`src/rtl/exc_vec_pkg.sv`:
```
package exc_vec_pkg;
  typedef enum logic [2:0] {
    EK_NONE, EK_RESET, EK_TRACE, EK_FIQ, EK_SWI, EK_IRQ
  } exc_kind_e;

  typedef enum logic [1:0] {
    FS_IDLE, FS_ISSUE, FS_CAPT, FS_DONE
  } fetch_state_e;
endpackage

```
`src/rtl/exc_arbiter.sv`:
```
module exc_arbiter
  import exc_vec_pkg::*;
#(
  parameter int ADDR_W = 22,
  parameter int OFF_W  = 8
) (
  input  logic              clk,
  input  logic              rst_n,
  input  logic              trace_req,
  input  logic              fiq_n,
  input  logic              fiq_en,
  input  logic              irq_n,
  input  logic              irq_en,
  input  logic              swi_valid,
  input  logic [OFF_W-1:0]  swi_offset,
  output logic              swi_ready,
  input  logic              grant,
  output logic              req_any,
  output exc_kind_e         win_kind,
  output logic [ADDR_W-1:0] win_addr
);
  localparam logic [OFF_W-1:0]  SWI_MIN  = OFF_W'(8);
  localparam logic [ADDR_W-1:0] VEC_RST  = ADDR_W'(0);
  localparam logic [ADDR_W-1:0] VEC_FIQ  = ADDR_W'(2);
  localparam logic [ADDR_W-1:0] VEC_IRQ  = ADDR_W'(4);
  localparam logic [ADDR_W-1:0] VEC_TRC  = ADDR_W'(6);

  logic             rst_pend;
  logic             swi_pend;
  logic [OFF_W-1:0] swi_off_q;
  logic             fiq_act, irq_act;

  function automatic logic [OFF_W-1:0] clamp_off(input logic [OFF_W-1:0] o);
    logic [OFF_W-1:0] e;
    e = {o[OFF_W-1:1], 1'b0};
    if (e < SWI_MIN) e = SWI_MIN;
    return e;
  endfunction

  assign swi_ready = !swi_pend;
  assign fiq_act   = !fiq_n && fiq_en;
  assign irq_act   = !irq_n && irq_en;

  always_ff @(posedge clk or negedge rst_n) begin
    if (!rst_n) begin
      rst_pend  <= 1'b1;
      swi_pend  <= 1'b0;
      swi_off_q <= '0;
    end else begin
      if (grant && win_kind == EK_RESET) rst_pend <= 1'b0;
      if (grant && win_kind == EK_SWI) begin
        swi_pend <= 1'b0;
      end else if (swi_valid && swi_ready) begin
        swi_pend  <= 1'b1;
        swi_off_q <= clamp_off(swi_offset);
      end
    end
  end

  always_comb begin
    win_kind = EK_NONE;
    win_addr = '0;
    if (rst_pend) begin
      win_kind = EK_RESET; win_addr = VEC_RST;
    end else if (trace_req) begin
      win_kind = EK_TRACE; win_addr = VEC_TRC;
    end else if (fiq_act) begin
      win_kind = EK_FIQ;   win_addr = VEC_FIQ;
    end else if (swi_pend) begin
      win_kind = EK_SWI;   win_addr = ADDR_W'(swi_off_q);
    end else if (irq_act) begin
      win_kind = EK_IRQ;   win_addr = VEC_IRQ;
    end
  end

  assign req_any = (win_kind != EK_NONE);

  // a held software interrupt keeps its slot and offset until granted
  p_swi_hold_r8: assert property (@(posedge clk) disable iff (!rst_n)
    (swi_pend && !(grant && win_kind == EK_SWI)) |=> (swi_pend && $stable(swi_off_q)));

  // stored offset is even and not below the minimum
  p_swi_even_r7: assert property (@(posedge clk) disable iff (!rst_n)
    swi_pend |-> (!swi_off_q[0] && swi_off_q >= SWI_MIN));

  // a pending reset outranks every other source
  p_rst_first_r2: assert property (@(posedge clk) disable iff (!rst_n)
    rst_pend |-> (win_kind == EK_RESET));

  // a masked fast line never wins
  p_fiq_mask_r5: assert property (@(posedge clk) disable iff (!rst_n)
    (win_kind == EK_FIQ) |-> (!fiq_n && fiq_en));
endmodule

```
`src/rtl/exc_fetch_fsm.sv`:
```
module exc_fetch_fsm
  import exc_vec_pkg::*;
#(
  parameter int ADDR_W = 22,
  parameter int WORD_W = 16
) (
  input  logic              clk,
  input  logic              rst_n,
  input  logic              brk_req,
  input  logic              req_any,
  input  exc_kind_e         win_kind,
  input  logic [ADDR_W-1:0] win_addr,
  input  logic [WORD_W-1:0] pm_rdata,
  output logic              grant,
  output logic              pm_rd,
  output logic [ADDR_W-1:0] pm_addr,
  output logic              redir_valid,
  output logic [ADDR_W-1:0] redir_target,
  output exc_kind_e         done_kind
);
  localparam int PAD_W = ADDR_W - WORD_W;

  fetch_state_e      state;
  exc_kind_e         kind_q;
  logic [ADDR_W-1:0] addr_q;
  logic [ADDR_W-1:0] target_q;

  assign grant = (state == FS_IDLE) && req_any && !brk_req;

  always_ff @(posedge clk or negedge rst_n) begin
    if (!rst_n) begin
      state    <= FS_IDLE;
      kind_q   <= EK_NONE;
      addr_q   <= '0;
      target_q <= '0;
    end else begin
      unique case (state)
        FS_IDLE: if (grant) begin
          kind_q <= win_kind;
          addr_q <= win_addr;
          state  <= FS_ISSUE;
        end
        FS_ISSUE: state <= FS_CAPT;
        FS_CAPT: begin
          target_q <= {{PAD_W{1'b0}}, pm_rdata};
          state    <= FS_DONE;
        end
        FS_DONE: state <= FS_IDLE;
        default: state <= FS_IDLE;
      endcase
    end
  end

  assign pm_rd        = (state == FS_ISSUE);
  assign pm_addr      = addr_q;
  assign redir_valid  = (state == FS_DONE);
  assign redir_target = target_q;
  assign done_kind    = kind_q;

  // read strobe is followed by the redirect two edges later
  p_fetch_seq_r9: assert property (@(posedge clk) disable iff (!rst_n)
    pm_rd |=> ##1 redir_valid);

  // the redirect pulse lasts one cycle
  p_redir_pulse_r9: assert property (@(posedge clk) disable iff (!rst_n)
    redir_valid |=> !redir_valid);

  // an idle unit with a break request issues no read next cycle
  p_brk_block_r3: assert property (@(posedge clk) disable iff (!rst_n)
    (brk_req && state == FS_IDLE) |=> !pm_rd);

  // vector reads stay in the low even word range
  p_vec_range_r1: assert property (@(posedge clk) disable iff (!rst_n)
    pm_rd |-> (pm_addr[ADDR_W-1:8] == '0 && !pm_addr[0]));

  // no grant while a redirect is on the output
  p_no_overlap_r10: assert property (@(posedge clk) disable iff (!rst_n)
    redir_valid |-> !grant);
endmodule

```
`src/rtl/exc_save_regs.sv`:
```
module exc_save_regs
  import exc_vec_pkg::*;
#(
  parameter int ADDR_W   = 22,
  parameter int SR_W     = 16,
  parameter int PRIV_BIT = 15
) (
  input  logic              clk,
  input  logic              rst_n,
  input  logic              grant,
  input  exc_kind_e         win_kind,
  input  logic [ADDR_W-1:0] pc_in,
  input  logic              redir_valid,
  input  exc_kind_e         done_kind,
  output logic [ADDR_W-1:0] spc_fiq,
  output logic [ADDR_W-1:0] spc_irq,
  output logic [ADDR_W-1:0] swi_link,
  output logic              sr_init,
  output logic [SR_W-1:0]   sr_init_value
);
  localparam logic [SR_W-1:0] SR_POR = SR_W'(1) << PRIV_BIT;

  always_ff @(posedge clk) begin
    if (grant) begin
      case (win_kind)
        EK_FIQ:  spc_fiq  <= pc_in;
        EK_IRQ:  spc_irq  <= pc_in;
        EK_SWI:  swi_link <= pc_in;
        default: ;
      endcase
    end
  end

  assign sr_init       = redir_valid && (done_kind == EK_RESET);
  assign sr_init_value = SR_POR;

  // each save register captures the PC seen at its grant
  p_save_fiq_r6: assert property (@(posedge clk) disable iff (!rst_n)
    (grant && win_kind == EK_FIQ) |=> (spc_fiq == $past(pc_in)));
  p_save_irq_r6: assert property (@(posedge clk) disable iff (!rst_n)
    (grant && win_kind == EK_IRQ) |=> (spc_irq == $past(pc_in)));
  p_save_swi_r6: assert property (@(posedge clk) disable iff (!rst_n)
    (grant && win_kind == EK_SWI) |=> (swi_link == $past(pc_in)));
endmodule

```
`src/rtl/exc_vector_unit.sv`:
```
module exc_vector_unit
  import exc_vec_pkg::*;
#(
  parameter int ADDR_W   = 22,
  parameter int WORD_W   = 16,
  parameter int OFF_W    = 8,
  parameter int SR_W     = 16,
  parameter int PRIV_BIT = 15
) (
  input  logic              clk,
  input  logic              rst_n,
  input  logic              brk_req,
  input  logic              trace_req,
  input  logic              fiq_n,
  input  logic              fiq_en,
  input  logic              irq_n,
  input  logic              irq_en,
  input  logic              swi_valid,
  output logic              swi_ready,
  input  logic [OFF_W-1:0]  swi_offset,
  input  logic [ADDR_W-1:0] pc_in,
  output logic              pm_rd,
  output logic [ADDR_W-1:0] pm_addr,
  input  logic [WORD_W-1:0] pm_rdata,
  output logic              redir_valid,
  output logic [ADDR_W-1:0] redir_target,
  output logic [ADDR_W-1:0] spc_fiq,
  output logic [ADDR_W-1:0] spc_irq,
  output logic [ADDR_W-1:0] swi_link,
  output logic              sr_init,
  output logic [SR_W-1:0]   sr_init_value
);
  logic              grant, req_any;
  exc_kind_e         win_kind, done_kind;
  logic [ADDR_W-1:0] win_addr;

  exc_arbiter #(.ADDR_W(ADDR_W), .OFF_W(OFF_W)) u_arb (
    .clk(clk), .rst_n(rst_n), .trace_req(trace_req),
    .fiq_n(fiq_n), .fiq_en(fiq_en), .irq_n(irq_n), .irq_en(irq_en),
    .swi_valid(swi_valid), .swi_offset(swi_offset), .swi_ready(swi_ready),
    .grant(grant), .req_any(req_any), .win_kind(win_kind), .win_addr(win_addr)
  );

  exc_fetch_fsm #(.ADDR_W(ADDR_W), .WORD_W(WORD_W)) u_fsm (
    .clk(clk), .rst_n(rst_n), .brk_req(brk_req), .req_any(req_any),
    .win_kind(win_kind), .win_addr(win_addr), .pm_rdata(pm_rdata),
    .grant(grant), .pm_rd(pm_rd), .pm_addr(pm_addr),
    .redir_valid(redir_valid), .redir_target(redir_target), .done_kind(done_kind)
  );

  exc_save_regs #(.ADDR_W(ADDR_W), .SR_W(SR_W), .PRIV_BIT(PRIV_BIT)) u_save (
    .clk(clk), .rst_n(rst_n), .grant(grant), .win_kind(win_kind), .pc_in(pc_in),
    .redir_valid(redir_valid), .done_kind(done_kind),
    .spc_fiq(spc_fiq), .spc_irq(spc_irq), .swi_link(swi_link),
    .sr_init(sr_init), .sr_init_value(sr_init_value)
  );
endmodule

```
`config.mk`:
```
export PLATFORM = sky130hd
export DESIGN_NAME = exc_vector_unit
export DESIGN_NICKNAME = d
export VERILOG_FILES = /design/src/rtl/exc_vec_pkg.sv /design/src/rtl/exc_arbiter.sv /design/src/rtl/exc_fetch_fsm.sv /design/src/rtl/exc_save_regs.sv /design/src/rtl/exc_vector_unit.sv
export SDC_FILE = /design/constraint.sdc
export NUM_CORES = 1
export LEC_CHECK = 0
export ABC_AREA = 1
export BUFFER_PORTS_ARGS = -buffer_cell sky130_fd_sc_hd__buf_2
export CAP_MARGIN = 20
export CORE_MARGIN = 2
export CORE_UTILIZATION = 52
export DETAILED_ROUTE_END_ITERATION = 8
export HOLD_SLACK_MARGIN = 0.06
export MAX_ROUTING_LAYER = met4
export PLACE_DENSITY = 0.95
export RECOVER_POWER = 50
export SLEW_MARGIN = 20
export SYNTH_ARGS = -nofsm -noshare
export SYNTH_HDL_FRONTEND = slang
export SYNTH_HIERARCHICAL = 1
export SYNTH_SLANG_ARGS = --single-unit
```
`constraint.sdc`:
```
create_clock -name clk -period 6 [get_ports clk]
set_input_delay 0.9 -clock clk [delete_from_list [all_inputs] [get_ports clk]]
set_output_delay 0.9 -clock clk [all_outputs]
set_load 0.02 [all_outputs]
```
Yosys cells after proc, flatten, opt, wreduce, memory -nomap -nowiden:

Index checks and enable logic that the tools add are counted.

* register bits after elaboration: 119
* input bits: 55
* output and inout port bits: 130
* word-level logic and storage cells: 56

* magnitude comparators: 1
* equal/unequal tests: 9
* muxes and demuxes: 15
* bitwise logic cells: 1
* reduce and logical (&&, ||, !) cells: 20

Operators with widths (count)
* $mux W22: 4
* $mux W3: 6
* $reduce_and A2 Y1: 5
* $logic_and A1 B1 Y1: 8
* $lt A8 B4 Y1 const B: 1
* $mux W8: 1
* $pmux W2 S4: 1
* $eq A3 B1 Y1 const B: 2
* $eq A3 B3 Y1 const B: 2
* $eq A2 B2 Y1 const B: 2
* $logic_not A1 Y1: 4
* $eq A3 B2 Y1 const B: 1
* $reduce_bool A3 Y1: 1
* $eq A2 B1 Y1 const B: 1
* $logic_not A2 Y1: 1
* $mux W1: 2
* $mux W2: 1
* $ne A2 B2 Y1 const B: 1
* $reduce_bool A2 Y1: 1
* $not A1 Y1: 1

Logic depth before layout (Yosys ltp):

* word-level depth: 13
* gate-level depth with buffers: 10
* mapped depth without buffers: 9

Modules after synthesis:

The synthesis kept the hierarchy.

By module, submodules not included
* exc_save_regs: times used 1, cells each 99, area an instance 2170.8 µm², sequential area each 1981.9 µm²
* exc_fetch_fsm: times used 1, cells each 199, area an instance 1793.0 µm², sequential area each 1076.0 µm²
* exc_arbiter: times used 1, cells each 84, area an instance 621.8 µm², sequential area each 226.5 µm²

Worst setup path before layout:

No wires, ideal clock.

* path type: input to register
* start point: in fiq_n
* end point: reg u_save.spc_fiq[0], enable pin
* setup time: 401 ps
* data arrival time: 2689 ps
* required time: 5599 ps
* path slack: 2910 ps
* stages on the path: 9
* buffers on the path: 1
* path through: inv_1 nand2_1 nand3_1 or2_1 nand3_4 inv_4 buf_12 nand2_1 nor2_1

* longest elaborated chain between the ends: 9
* elaborated cells on any way between the ends: 10
* those cells by class: 1 x eq/ne; 3 x mux; 6 x reduce/logical

RTL lines
* from (decl): line exc_vector_unit.sv:14 `input logic fiq_n,`
* $logic_not A1 Y1: line exc_arbiter.sv:41 `assign fiq_act = !fiq_n && fiq_en;`
* $logic_and A1 B1 Y1: line exc_arbiter.sv:41
* $mux W3: line exc_arbiter.sv:67 `end else if (fiq_act) begin`
* $mux W3: line exc_arbiter.sv:65 `end else if (trace_req) begin`
* $mux W3: line exc_arbiter.sv:63 `if (rst_pend) begin`
* $reduce_bool A3 Y1: line exc_arbiter.sv:76 `assign req_any = (win_kind != EK_NONE);`
* named net req_any: line exc_vector_unit.sv:33 `logic grant, req_any;`
* $logic_and A1 B1 Y1 (2 in series): line exc_fetch_fsm.sv:28 `assign grant = (state == FS_IDLE) && req_any && !brk_req;`
* named net grant: line exc_vector_unit.sv:33
* $reduce_and A2 Y1 (no line)
* to (signal assigned): line exc_save_regs.sv:26 `EK_FIQ: spc_fiq <= pc_in;`
* to (decl): line exc_save_regs.sv:15 `output logic [ADDR_W-1:0] spc_fiq,`

The timed path passes the listed nets, and every way through them passes these cells.
A chain may end at the register's enable or synchronous reset.

Worst setup path in the final report:

* start point: in fiq_n
* end point: reg u_save.spc_irq[15], enable pin

* longest elaborated chain between the ends: 9
* elaborated cells on any way between the ends: 10
* those cells by class: 1 x eq/ne; 3 x mux; 6 x reduce/logical

RTL lines
* $logic_not A1 Y1: line exc_arbiter.sv:41
* $logic_and A1 B1 Y1: line exc_arbiter.sv:41
* $mux W3: line exc_arbiter.sv:67
* $mux W3: line exc_arbiter.sv:65
* $mux W3: line exc_arbiter.sv:63
* $reduce_bool A3 Y1: line exc_arbiter.sv:76
* named net req_any: line exc_vector_unit.sv:33
* $logic_and A1 B1 Y1 (2 in series): line exc_fetch_fsm.sv:28
* named net grant: line exc_vector_unit.sv:33
* $reduce_and A2 Y1 (no line)
* to (signal assigned): line exc_save_regs.sv:27 `EK_IRQ: spc_irq <= pc_in;`
* to (decl): line exc_save_regs.sv:16 `output logic [ADDR_W-1:0] spc_irq,`

The timed path passes the listed nets, and every way through them passes these cells.

==> metrics <==
status finished with violations; failing checks capacitance limit, slew limit; Worst Tran Pin Value between 2000 and 3000 ps; # diodes 0; PortBufs 161; final net count 610; CP Cell Sequence buf_2 > inv_1 > nand2_1 > nand3_1 > or2_0 > nand3_1 > inv_4 > nand2_1 > nor2_4; hold endpoint u_fsm/redir_target[15]$_DFFE_PN0N_; number of global-route vias before repair approximately 3100; first-pass GRT wire length approximately 15 mm; CP max stage cell nand3_1; syn_area_per_cell 12.00 µm²; worst vdd ir just under 0.0003 V; top-area cell type share of the netlist area about 43%; die width roughly 98 µm; largest family of logic cells by synthesized area simple AND/OR/NAND/NOR gates; HP Start u_fsm/redir_target[15]$_DFFE_PN0N_; Worst Hold Path Cells 2; r2r setup slk approximately 2400 ps; die area ~9600 µm²; max-slew violation count 53; Overflow after GRT 0; CTS resizes 0; RSZ-0062 raised after global routing false; post-synth cell types 29; area grow syn2layout 26.85%; Worst Hold Class register to register; root buffer cell clkbuf_8; total track usage between 20% and 30%; Vias/cell about 4.6; Worst slew margin -83.29%; FP Rows 34; Yosys top cell by area edfxtp_1; Worst Path Required between 6000 and 7000 ps; reg2reg end u_save/spc_irq[15]$_DFFE_PP_; register area share after synthesis 71.62%; CP Max Fanout 29; total CTS buffers 17; Synth Area in Adders 1.091%; pin count of the biggest net entering global routing 53; post-synthesis compound-gate area fraction under 10%; routed len/inst ~14 µm; via count 3072; Cells after Synth between 300 and 400; CTS tree yes; effective utilization at floorplan between 50% and 60%; crit path launch type primary input; Fill cells 670; Setup-failing EPs final 0; initial antenna violation count 0; # IOs around 190; worst skew pair latency ~480 ps; maxcap violations 1; DRT Pass-1 Iters 4; initial detailed-routing violation count between 150 and 200; Tot Pwr 2.785 mW; Hold-fix buffers, CTS 0; Worst Reg2Reg Path Length in Cells 7; final setup TNS 0 ps; Synth warnings 6; Post-Syn Area 4586 µm²; final wirelength between 9 and 10 mm; die height about 98 µm; area share of and/or/nand/nor cells after synthesis ~17%; FF-to-FF Start u_arb/rst_pend$_DFFE_PN1P_; Core Box Area about 8600 µm²; Routability Congestion 0.8452; commonest non-fill, non-tap cell in the layout nand2_1; crit path kind primary input to register; xor/xnor cell area share of the yosys netlist 0%; Leakage ~2.8 nW; part of the cycle the worst path needs about three fifths; Multi-input gate area about 1000 µm²; CTS clk-pin slew, worst paths ~60 ps; Post-DRT Antenna Nets 0; clock skew ~8.5 ps; Final Hold Vio Count 0; Clock Sink Count between 100 and 150; drt drc 0; dominant cells by area after synthesis edfxtp_1 (43%), dfrtp_1 (28%), nand2_1 (12%); maximum clock rate between 200 and 300 MHz; Synth Register Bits 118; Clock Tree Buf Depth 2; register area roughly 3300 µm²; fraction of synthesized area in multiplexers 0%; commonest non-fill, non-tap cells in the layout nand2_1 (145), buf_2 (109), edfxtp_1 (66); H-tree Lvls 4; setup bufs post-CTS 0; critical path arrival roughly 3800 ps; power density cells 478.8 nW/µm²; hpwl dp ~6.6 mm; layout cells sized above 1 28.19%; largest stage delay on the critical path approximately 840 ps; Worst setup EP type register; Final min period about 3700 ps
==> synthesized netlist by cell type <==
master    instances
nand2_1         144
edfxtp_1         66
dfrtp_1          51
buf_4            37
inv_1            19
nand2_2          11
nor2_1           10
nand3_1           7
buf_2             4
conb_1            4
ha_1              4
nor3b_1           4
o21ai_0           3
a21oi_1           2
inv_4             2
a22oi_2           1
buf_12            1
buf_6             1
clkbuf_1          1
dfstp_2           1
inv_2             1
nand2_4           1
nand3_4           1
nor2_2            1
nor3_1            1
o21ai_1           1
o21ai_2           1
or2_1             1
or2_2             1
==> state kept, by name (all words and copies together) (netlist names) <==
| signal | flops |
|---|---|
| u_fsm/redir_target | 16 |
| u_save/swi_link | 22 |
| u_arb/swi_pend | 1 |
| u_fsm/pm_addr | 22 |
| u_arb/swi_off_q | 7 |
| u_fsm/state | 2 |
| u_save/spc_fiq | 22 |
| u_fsm/done_kind | 3 |
| u_save/spc_irq | 22 |
| u_arb/rst_pend | 1 |
==> layout make-up <==
class                           count  share of cell area (%)
Sequential cell                   118                   56.46
Multi-Input combinational cell    231                   17.21
Clock buffer                       17                   7.120
Clock inverter                     15                   2.667
Tap cell                          108                   2.323
Timing Repair Buffer              161                   12.73
Inverter                           22                   1.484
==> critical path: cells and delay by family <==
kind	cells	cell delay [ps]
buffers and inverters	3	800
and+or+nand+nor	6	2060
==> per-layer routing <==
layer | track usage, % | wire length (µm)
met4 | 4.274 | 29
met2 | 33.46 | 4733
met3 | 6.299 | 680
met5 | - | 0
met1 | 25.71 | 3871
==> where the power goes <==
group	total (mW)	leakage [nW]	switching (mW)	internal [mW]
Combinational	0.711	1.27	0.487	0.224
Clock	0.949	0.276	0.357	0.592
Sequential	1.12	1.24	0.0917	1.03
Total	2.79	2.78	0.936	1.85
==> how the worst max path moves through the flow <==
stage	start	to	slack, ps
after floorplan	fiq_n	u_save/spc_fiq[0]$_DFFE_PP_	2910
after global placement	fiq_n	u_save/spc_fiq[21]$_DFFE_PP_	2420
after detailed placement	fiq_n	u_save/spc_irq[13]$_DFFE_PP_	2320
after CTS	u_arb/rst_pend$_DFFE_PN1P_	u_save/spc_irq[21]$_DFFE_PP_	2830
after global routing	fiq_n	u_save/spc_irq[15]$_DFFE_PP_	2040
final	fiq_n	u_save/spc_irq[15]$_DFFE_PP_	2340
==> cell families after synthesis <==
logic type | count (synthesis)
other | 4
adder cells (fa/ha/maj) | 4
AO/OA/AOI/OAI | 8
flip-flops | 118
AND/OR/NAND/NOR | 182
buffers and inverters | 66
==> metrics by stage <==
| stage | instances | cell area, µm² | utilization [%] | hold WS [ps] | worst slack (ps) |
|---|---|---|---|---|---|
| floorplan | 415 | 4710 | - | 440.9 | 2910 |
| global placement | 640 | 5323 | 61.63 | 450.1 | 2415 |
| detailed placement | 640 | 5323 | 61.63 | 461.0 | 2324 |
| CTS | 672 | 5892 | 68.23 | 475.6 | 2833 |
| global route | 672 | 5817 | 67.36 | 495.8 | 2035 |
| finish | 672 | 5817 | 67.36 | 474.2 | 2336 |
Power figures use the tool's default switching activity.
